## src/rtl/thermal_core_swap_pkg.sv

```systemverilog
package thermal_core_swap_pkg;
    localparam int NUM_CORES = 2;

    typedef enum logic [1:0] {
        ST_RUN    = 2'd0,
        ST_FLUSH  = 2'd1,
        ST_LAUNCH = 2'd2,
        ST_XFER   = 2'd3
    } swap_state_e;
endpackage

```

## src/rtl/swap_thermal_watch.sv

```systemverilog
module swap_thermal_watch
    import thermal_core_swap_pkg::*;
#(
    parameter int TEMP_W    = 8,
    parameter int CRIT_TEMP = 82
) (
    input  logic [NUM_CORES-1:0][TEMP_W-1:0] codes,
    input  logic [NUM_CORES-1:0]             vlds,
    input  logic                             sel,
    output logic                             hot
);
    localparam logic [TEMP_W-1:0] LIMIT = TEMP_W'(CRIT_TEMP);

    logic [NUM_CORES-1:0] over;

    for (genvar g = 0; g < NUM_CORES; g++) begin : g_core
        assign over[g] = vlds[g] && (codes[g] >= LIMIT);
    end

    // only the core running the workload can trigger a swap
    assign hot = over[sel];
endmodule

```

## src/rtl/swap_regcopy.sv

```systemverilog
module swap_regcopy #(
    parameter int REGS   = 128,
    parameter int DATA_W = 32
) (
    input  logic                       clk,
    input  logic                       rst_n,
    input  logic                       go,
    output logic                       rd_en,
    output logic [$clog2(REGS)-1:0]    rd_idx,
    input  logic [DATA_W-1:0]          rd_data,
    output logic                       wr_en,
    output logic [$clog2(REGS)-1:0]    wr_idx,
    output logic [DATA_W-1:0]          wr_data,
    output logic                       done
);
    localparam int IDX_W = $clog2(REGS);
    localparam logic [IDX_W-1:0] LAST = IDX_W'(REGS - 1);

    logic             busy_q;
    logic [IDX_W-1:0] cnt_q;
    logic             wv_q;
    logic [IDX_W-1:0] wi_q;

    always_ff @(posedge clk) begin
        if (!rst_n) begin
            busy_q <= 1'b0;
            cnt_q  <= '0;
            wv_q   <= 1'b0;
            wi_q   <= '0;
        end else begin
            // write stage trails the read stage by the read latency
            wv_q <= busy_q;
            wi_q <= cnt_q;
            if (go) begin
                busy_q <= 1'b1;
                cnt_q  <= '0;
            end else if (busy_q) begin
                if (cnt_q == LAST) begin
                    busy_q <= 1'b0;
                end
                cnt_q <= cnt_q + 1'b1;
            end
        end
    end

    assign rd_en   = busy_q;
    assign rd_idx  = cnt_q;
    assign wr_en   = wv_q;
    assign wr_idx  = wi_q;
    assign wr_data = rd_data;
    assign done    = wv_q && (wi_q == LAST);

    a_r5_idx_step: assert property (@(posedge clk) disable iff (!rst_n)
        (rd_en && $past(rd_en)) |-> (rd_idx == $past(rd_idx) + 1'b1));

    a_r5_first_zero: assert property (@(posedge clk) disable iff (!rst_n)
        $rose(rd_en) |-> (rd_idx == '0));

    a_r5_write_follows_read: assert property (@(posedge clk) disable iff (!rst_n)
        wr_en |-> ($past(rd_en) && (wr_idx == $past(rd_idx))));
endmodule

```

## src/rtl/swap_seq.sv

```systemverilog
module swap_seq
    import thermal_core_swap_pkg::*;
(
    input  logic clk,
    input  logic rst_n,
    input  logic hot,
    input  logic flush_ack,
    input  logic copy_done,
    input  logic wb_done,
    output logic flush_req,
    output logic core_start,
    output logic copy_go,
    output logic wb_req,
    output logic active_sel
);
    swap_state_e state_q, state_d;
    logic        cp_seen_q;
    logic        wb_seen_q;
    logic        sel_q;
    logic        all_done;

    assign all_done = (cp_seen_q || copy_done) && (wb_seen_q || wb_done);

    // state register
    always_ff @(posedge clk) begin
        if (!rst_n) begin
            state_q <= ST_RUN;
        end else begin
            state_q <= state_d;
        end
    end

    // completion flags and active select
    always_ff @(posedge clk) begin
        if (!rst_n) begin
            cp_seen_q <= 1'b0;
            wb_seen_q <= 1'b0;
            sel_q     <= 1'b0;
        end else begin
            if (state_q == ST_RUN) begin
                cp_seen_q <= 1'b0;
                wb_seen_q <= 1'b0;
            end else begin
                if (copy_done) cp_seen_q <= 1'b1;
                if (wb_done && (state_q == ST_LAUNCH || state_q == ST_XFER))
                    wb_seen_q <= 1'b1;
            end
            if (state_q == ST_XFER && all_done) begin
                sel_q <= ~sel_q;
            end
        end
    end

    // next state and outputs
    always_comb begin
        state_d    = state_q;
        flush_req  = 1'b0;
        core_start = 1'b0;
        copy_go    = 1'b0;
        wb_req     = 1'b0;
        unique case (state_q)
            ST_RUN: begin
                if (hot) state_d = ST_FLUSH;
            end
            ST_FLUSH: begin
                flush_req = 1'b1;
                if (flush_ack) state_d = ST_LAUNCH;
            end
            ST_LAUNCH: begin
                core_start = 1'b1;
                copy_go    = 1'b1;
                wb_req     = ~wb_seen_q;
                state_d    = ST_XFER;
            end
            ST_XFER: begin
                wb_req = ~wb_seen_q;
                if (all_done) state_d = ST_RUN;
            end
            default: state_d = ST_RUN;
        endcase
    end

    assign active_sel = sel_q;

    a_r3_flush_held: assert property (@(posedge clk) disable iff (!rst_n)
        (flush_req && !flush_ack) |=> flush_req);

    a_r4_start_after_ack: assert property (@(posedge clk) disable iff (!rst_n)
        core_start |-> $past(flush_req && flush_ack));

    a_r4_start_single: assert property (@(posedge clk) disable iff (!rst_n)
        core_start |=> !core_start);

    a_r6_wb_held: assert property (@(posedge clk) disable iff (!rst_n)
        (wb_req && !wb_done) |=> wb_req);

    a_r7_flip_at_end: assert property (@(posedge clk) disable iff (!rst_n)
        !$stable(active_sel) |-> $past(state_q == ST_XFER && all_done));

    a_r8_flush_only_from_run: assert property (@(posedge clk) disable iff (!rst_n)
        $rose(flush_req) |-> $past(state_q == ST_RUN && hot));
endmodule

```

## src/rtl/thermal_core_swap.sv

```systemverilog
module thermal_core_swap
    import thermal_core_swap_pkg::*;
#(
    parameter int TEMP_W    = 8,
    parameter int CRIT_TEMP = 82,
    parameter int REGS      = 128,
    parameter int DATA_W    = 32
) (
    input  logic                      clk,
    input  logic                      rst_n,
    input  logic [TEMP_W-1:0]         temp0_code,
    input  logic                      temp0_vld,
    input  logic [TEMP_W-1:0]         temp1_code,
    input  logic                      temp1_vld,
    output logic                      flush_req,
    input  logic                      flush_ack,
    output logic                      core_start,
    output logic                      rf_rd_en,
    output logic [$clog2(REGS)-1:0]   rf_rd_idx,
    input  logic [DATA_W-1:0]         rf_rd_data,
    output logic                      rf_wr_en,
    output logic [$clog2(REGS)-1:0]   rf_wr_idx,
    output logic [DATA_W-1:0]         rf_wr_data,
    output logic                      wb_req,
    input  logic                      wb_done,
    output logic                      active_sel
);
    logic [NUM_CORES-1:0][TEMP_W-1:0] codes;
    logic [NUM_CORES-1:0]             vlds;
    logic                             hot;
    logic                             copy_go;
    logic                             copy_done;

    assign codes = {temp1_code, temp0_code};
    assign vlds  = {temp1_vld, temp0_vld};

    swap_thermal_watch #(
        .TEMP_W    (TEMP_W),
        .CRIT_TEMP (CRIT_TEMP)
    ) u_watch (
        .codes (codes),
        .vlds  (vlds),
        .sel   (active_sel),
        .hot   (hot)
    );

    swap_seq u_seq (
        .clk        (clk),
        .rst_n      (rst_n),
        .hot        (hot),
        .flush_ack  (flush_ack),
        .copy_done  (copy_done),
        .wb_done    (wb_done),
        .flush_req  (flush_req),
        .core_start (core_start),
        .copy_go    (copy_go),
        .wb_req     (wb_req),
        .active_sel (active_sel)
    );

    swap_regcopy #(
        .REGS   (REGS),
        .DATA_W (DATA_W)
    ) u_copy (
        .clk     (clk),
        .rst_n   (rst_n),
        .go      (copy_go),
        .rd_en   (rf_rd_en),
        .rd_idx  (rf_rd_idx),
        .rd_data (rf_rd_data),
        .wr_en   (rf_wr_en),
        .wr_idx  (rf_wr_idx),
        .wr_data (rf_wr_data),
        .done    (copy_done)
    );

    a_r1_idle_quiet: assert property (@(posedge clk) disable iff (!rst_n)
        (rf_rd_en || rf_wr_en) |-> !flush_req);
endmodule

```

## config.mk

```make
export PLATFORM = sky130hd
export DESIGN_NAME = thermal_core_swap
export DESIGN_NICKNAME = d
export VERILOG_FILES = /design/src/rtl/thermal_core_swap_pkg.sv /design/src/rtl/swap_thermal_watch.sv /design/src/rtl/swap_regcopy.sv /design/src/rtl/swap_seq.sv /design/src/rtl/thermal_core_swap.sv
export SDC_FILE = /design/constraint.sdc
export NUM_CORES = 1
export LEC_CHECK = 0
export BUFFER_PORTS_ARGS = -buffer_cell sky130_fd_sc_hd__buf_2
export CAP_MARGIN = 20
export CELL_PAD_IN_SITES_DETAIL_PLACEMENT = 0
export CELL_PAD_IN_SITES_GLOBAL_PLACEMENT = 1
export CORE_MARGIN = 4
export CORE_UTILIZATION = 24
export CTS_BUF_LIST = sky130_fd_sc_hd__clkbuf_4 sky130_fd_sc_hd__clkbuf_8 sky130_fd_sc_hd__clkbuf_16
export CTS_CLUSTER_DIAMETER = 100
export DETAILED_ROUTE_END_ITERATION = 8
export PLACE_DENSITY = 0.9
export SLEW_MARGIN = 5
export SYNTH_ARGS = -nofsm -noshare
export SYNTH_HDL_FRONTEND = slang
export SYNTH_HIERARCHICAL = 1
export SYNTH_SLANG_ARGS = --single-unit
```

## constraint.sdc

```tcl
create_clock -name clk -period 2.1 [get_ports clk]
set_clock_uncertainty 0.15 [all_clocks]
set_input_delay 0.315 -clock clk [delete_from_list [all_inputs] [get_ports clk]]
set_output_delay 0.315 -clock clk [all_outputs]
set_load 0.01 [all_outputs]
```

=== After elaboration in Yosys (flattened, before gate mapping) ===
Cells that the tools add are included.
Widths: inputs -> output; s select.

* Register bits after elaboration: 21
* Bits in latches: 0
* RAM bits: 0
* ROM bits: 0
* Input bits: 54
* Output and inout port bits: 52
* Word-level logic and storage cells: 49
* Memories kept: 0

* Add/sub/neg operators: 1
* $mul: 0
* Divide/modulo/power cells: 0
* $lt $le $gt $ge: 3
* Equal/unequal tests: 8
* Shift operators: 0
* Muxes and demuxes: 12
* Bitwise logic cells: 3
* Reductions and logical operators: 14

{| class="wikitable"
|+ Operators with widths
! operator !! number
|-
| $ge 8x7->1 const B || 2
|-
| $eq 7x7->1 const B || 2
|-
| $mux 1 || 8
|-
| $pmux 2 s4 || 1
|-
| $add 7x1->7 const B || 1
|-
| $logic_and 1x1->1 || 6
|-
| $mux 2 || 3
|-
| $reduce_or 2->1 || 3
|-
| $eq 2x2->1 const B || 2
|-
| $ne 2x2->1 const B || 2
|-
| $logic_or 1x1->1 || 3
|-
| $not 1->1 || 3
|-
| $reduce_and 3->1 || 1
|-
| $eq 2x1->1 const B || 1
|-
| $logic_not 2->1 || 1
|-
| $lt 1x2->1 const B || 1
|-
| $ne 2x1->1 const B || 1
|}

=== Depth between registers and ports, before layout ===
* Depth in word-level cells: 6
* Gate-level depth with buffers: 6
* Depth with buffers taken out: 6

=== By module ===
The synthesis kept the hierarchy.

{| class="wikitable"
|+ Modules (own cells, without submodules)
! module !! times used !! cells each !! area an instance (um2) !! seq. area each (um2)
|-
| swap_regcopy || 1 || 88 || 807.0 || 320.3
|-
| swap_seq || 1 || 33 || 286.5 || 100.1
|-
| swap_thermal_watch || 1 || 9 || 66.3 || 0.0
|}

=== Worst setup path before layout ===
OpenSTA, ideal clock, no wires.

* Path kind: flip-flop to flip-flop
* Start point: register u_seq.sel_q (netlist: u_seq/active_sel)
* End point: register u_seq.state_q[0]
* Library setup time: 86 ps
* Arrival: 1408 ps
* Required time: 1864 ps
* Setup slack: 456 ps
* Cell stages (with the launch flop): 7
* Path buffers: 0
* Clock period less this slack: 1644 ps
* Path through: dfxtp_1 > nand4_1 > o22ai_1 > a311o_1 > inv_1 > a221o_1 > a211oi_1

* Longest elaborated chain between the ends: 4

{| class="wikitable"
|+ Ends and longest elaborated chain
! element !! RTL line !! text
|-
| start, declared || swap_seq.sv:19 || <nowiki>logic sel_q;</nowiki>
|-
| start signal, assigned || swap_seq.sv:49 || <nowiki>sel_q <= ~sel_q;</nowiki>
|-
| $mux 1 (implied by the code) (2 in series) || swap_thermal_watch.sv:21 || <nowiki>assign hot = over[sel];</nowiki>
|-
| net hot || thermal_core_swap.sv:30 || <nowiki>logic hot;</nowiki>
|-
| $ne 2x2->1 (no line) || n/a ||
|-
| $reduce_and 3->1 (no line) || n/a ||
|-
| end signal, assigned || swap_seq.sv:29 || <nowiki>state_q <= state_d;</nowiki>
|-
| end, declared || swap_seq.sv:16 || <nowiki>swap_state_e state_q, state_d;</nowiki>
|}

The timed path passes the listed nets, and every way through them passes these cells. The select of a mux whose other input is x is not followed.
A chain may end at the register's enable or synchronous reset.

=== Worst setup path after layout ===
* Start point: register u_seq.state_q[0]
* End point: output port wb_req

* Longest elaborated chain between the ends: 3
* Elaborated cells on any way between the ends: 4
* Classes of those cells: 2 x eq/ne; 1 x mux; 1 x reduce/logical

{| class="wikitable"
|+ Ends and longest elaborated chain
! element !! RTL line !! text
|-
| $eq 2x2->1 || swap_seq.sv:61 || <nowiki>unique case (state_q)</nowiki>
|-
| $reduce_or 2->1 (no line) (*) || n/a ||
|-
| $mux 1 (*) || n/a ||
|-
| end, declared || thermal_core_swap.sv:24 || <nowiki>output logic wb_req,</nowiki>
|}

Mark *: on every way between the ends. The rest lies on a longest branch, timed or not.

==> reports/qor.yml <==
p_leak_nw: 0.549
grt_use_total_pct: 7.60
ys_seq_area_share_pct: 36.2
cts_hold_buf: 0
worst-r2r-setup-slack_ns: 0.35
critical_path.max_fanout: 7
slowest_stage: "dfxtp_1"
dr.pass1.iters: 4
clock_path_buffers: 2
clk_pin_slew_ns: 0.07
htree_levels: 1
synth_top_cell_area_share_pct: 36.2
yosysWarnings: 6
r2r-end: "u_seq/state_q[0]"
viasPerCell: 4.39
clk_latency_ns: 0.26
synth_nets: 189
slew_headroom_pct: 74.8
cts_made_buffers: 3
synth_seq_cells: 21
muxShareOfSynthArea_pct: 1.73
critPathArrivalTime_ns: 1.29
cts_root_buf: "clkbuf_8"
pwr-share-comb_pct: 27.7
postCtsSetupBuffers: 0
hold_viol_final: 0
placed_cells: 189
cpMostUsedCell: "nor2_1"
hold_depth: 3
required_ns: 1.63
path_class: "reg2out"
async_reset_ff_share_pct: 0
synth_simple_gate_area_share_pct: 19.8
status: "complete, no violations"
ant_nets: 0
avgSynthCellArea_um2: 8.92
critical_path_buf_inv_count: 2
cts_tree: "built"
crit_start: "u_seq/state_q[0]"
finalSetupViolations: 0
tns_ns: 0
start_util_pct: 24.7
cp_cell_sequence: "inv_1 -> ha_1 -> nor2_1 -> nor2_1 -> buf_2"
drt_iter0_markers: 20
critPathLaunchType: "flop"
holdCritPathClass: "in2reg"
vias: 847
drive_gt1_share_pct: 33.1
power_switching_mw: 0.325
worstHoldEndpoint: "u_seq/wb_seen_q"
diodes: 0
synth_top_family_by_area: "buffers and inverters"
slowest_delay_ns: 0.37
grt.overflow.total: 0
grt_pass1_vias: 833
port_buffers: 39
yosys.area_share.adder_pct: 5.39
cellPowerDensity_nw_per_um2: 854
cts_resized: 0
grt_max_degree: 15
reg2reg_from: "u_seq/active_sel"
timing.fmax_mhz: 569
min-delay-start: "wb_done"
io_pins: 106
synth_flop_cell: "dfxtp_1"
endpoint_kind: "output port"
fin_nets: 199
hpwlAfterDp_um: 1850
synth_edf_count: 0
die_w_um: 77.5
drv_cap: 0
die_area_um2: 6010
layoutNonFillerInstCount: 193
cts.sinks: 21
cp_top_family: "flip-flops"
grt_antenna_before_repair: 0
synth.area.top_cells: "dfxtp_1 36%, buf_4 21%, ha_1 5.4%, nor2_1 3.9%, and2_1 3.8%"
wl_um: 2260
drc: 0
synth_xor_area_share_pct: 3.78
ir_worst_vdd_uv: 403
seq_power_share_pct: 47.4
syn_area_um2: 1160
finalCritPeriodShare_pct: 83.7
synth_compound_area_share_pct: 9.06
yosys.area.top_type: "dfxtp_1"
grt_pass1_wl_um: 3800
tightest_slew_ns: 0.369
fp-row-count: 25
intPower_mw: 0.708
post-route-min-period_ns: 1.76
wl_per_cell_um: 11.7
netSwitchingFraction_pct: 31.5
synthToLayoutAreaGrowth_pct: 4.31
rsz0062_at_grt: "false"
netlist_instances: 130
place.gp.congestion: 0.724
r2r_cells: 6
coreArea_um2: 4690
netlist-cell-type-count: 31
dieHeight_um: 77.5
clkPwrFrac_pct: 24.9
drv_slew: 0
final cells by class:
type,instances,area (µm²)
clock buffer,3,41.3
clock inverter,1,5.00
fill,517,3480
inverter,5,18.8
multi-input combinational,70,462
sequential,21,420
tap,54,67.6
timing repair buffer,39,195
cell usage in the layout (no fill, tap or decap), types with 2 or more instances in the layout:
cell      count
nand2_1       4
ha_1          5
and2_1        7
nor2_1       12
nand3_1       2
buf_2        39
nand4_1       6
o22ai_1       2
mux2i_1       2
dfxtp_1      21
o21ai_0       4
a21oi_1       4
inv_1         5
or3_1         2
xor2_1        4
nor3_1        2
clkbuf_8      3
power groups by stage:
stage	Sequential, mW	Clock [mW]	Combinational [mW]
final	0.490	0.258	0.286
after CTS	0.491	0.269	0.291
after floorplan	0.491	0	0.276
after global placement	0.498	0	0.286
after detailed placement	0.499	0	0.291
after global routing	0.504	0.284	0.329
through the flow:
| step | util, % | setup WS (ns) | area (µm²) | power (mW) | hold WS (ns) |
|---|---|---|---|---|---|
| after global placement | 24.8 | 0.364 | 1160 | 0.785 | 0.318 |
| after global routing | 25.8 | 0.182 | 1210 | 1.12 | 0.223 |
| after CTS | 25.8 | 0.305 | 1210 | 1.05 | 0.209 |
| final | 25.8 | 0.342 | 1210 | 1.03 | 0.206 |
| after floorplan | - | 0.456 | 1160 | 0.767 | 0.292 |
| after detailed placement | 24.8 | 0.302 | 1160 | 0.790 | 0.331 |
worst min-delay path: stages:
cell and delay, ns:
buf_2 0.11, o21ai_0 0.07, a21oi_1 0.07
flip-flops by register name, summed over array words and instances, names as in the netlist:
| name | flops |
|---|---|
| u_seq/cp_seen_q | 1 |
| u_copy/rd_idx | 7 |
| u_copy/wr_idx | 7 |
| u_seq/wb_seen_q | 1 |
| u_seq/state_q | 2 |
| u_seq/active_sel | 1 |
| u_copy/wr_en | 1 |
| u_copy/rd_en | 1 |
synthesized netlist by cell type, types with 4 or more instances:
library cell and instances:
a21oi_1 4, dfxtp_1 21, nand4_1 6, and2_1 7, nor2_1 12, nand2_1 4
ha_1 5, o21ai_0 4, buf_4 33, inv_1 5, xor2_1 4
metal layers:
| layer | global-route usage (%) | part of all wire (%) | vias to the layer above |
|---|---|---|---|
| li1 | - | - | 428 |
| met1 | 8.42 | 43 | 377 |
| met2 | 13.4 | 48 | 36 |
| met3 | 2.32 | 7.2 | 6 |
| met4 | 3.20 | 1.8 | 0 |
| met5 | 0 | 0 | - |
how the worst max path moves through the flow:
stage                       end  slack, ns  cells after the start
6_report                 wb_req       0.34                      5
5_1_grt        u_seq/state_q[0]       0.18                      6
4_1_cts        u_seq/state_q[0]       0.30                      6
3_5_place_dp   u_seq/state_q[0]       0.30                      6
3_3_place_gp   u_seq/state_q[0]       0.36                      7
2_1_floorplan  u_seq/state_q[0]       0.46                      6
kinds of logic (layout without fill, tap and decap cells):
family          count (synthesis)  after routing
flops                          21             21
simple gates                   42             42
fa+ha+maj                       5              5
compound gates                 16             16
mux                             2              2
buf+inv                        39             48
xor+xnor                        5              5
Power figures use the tool's default switching activity.
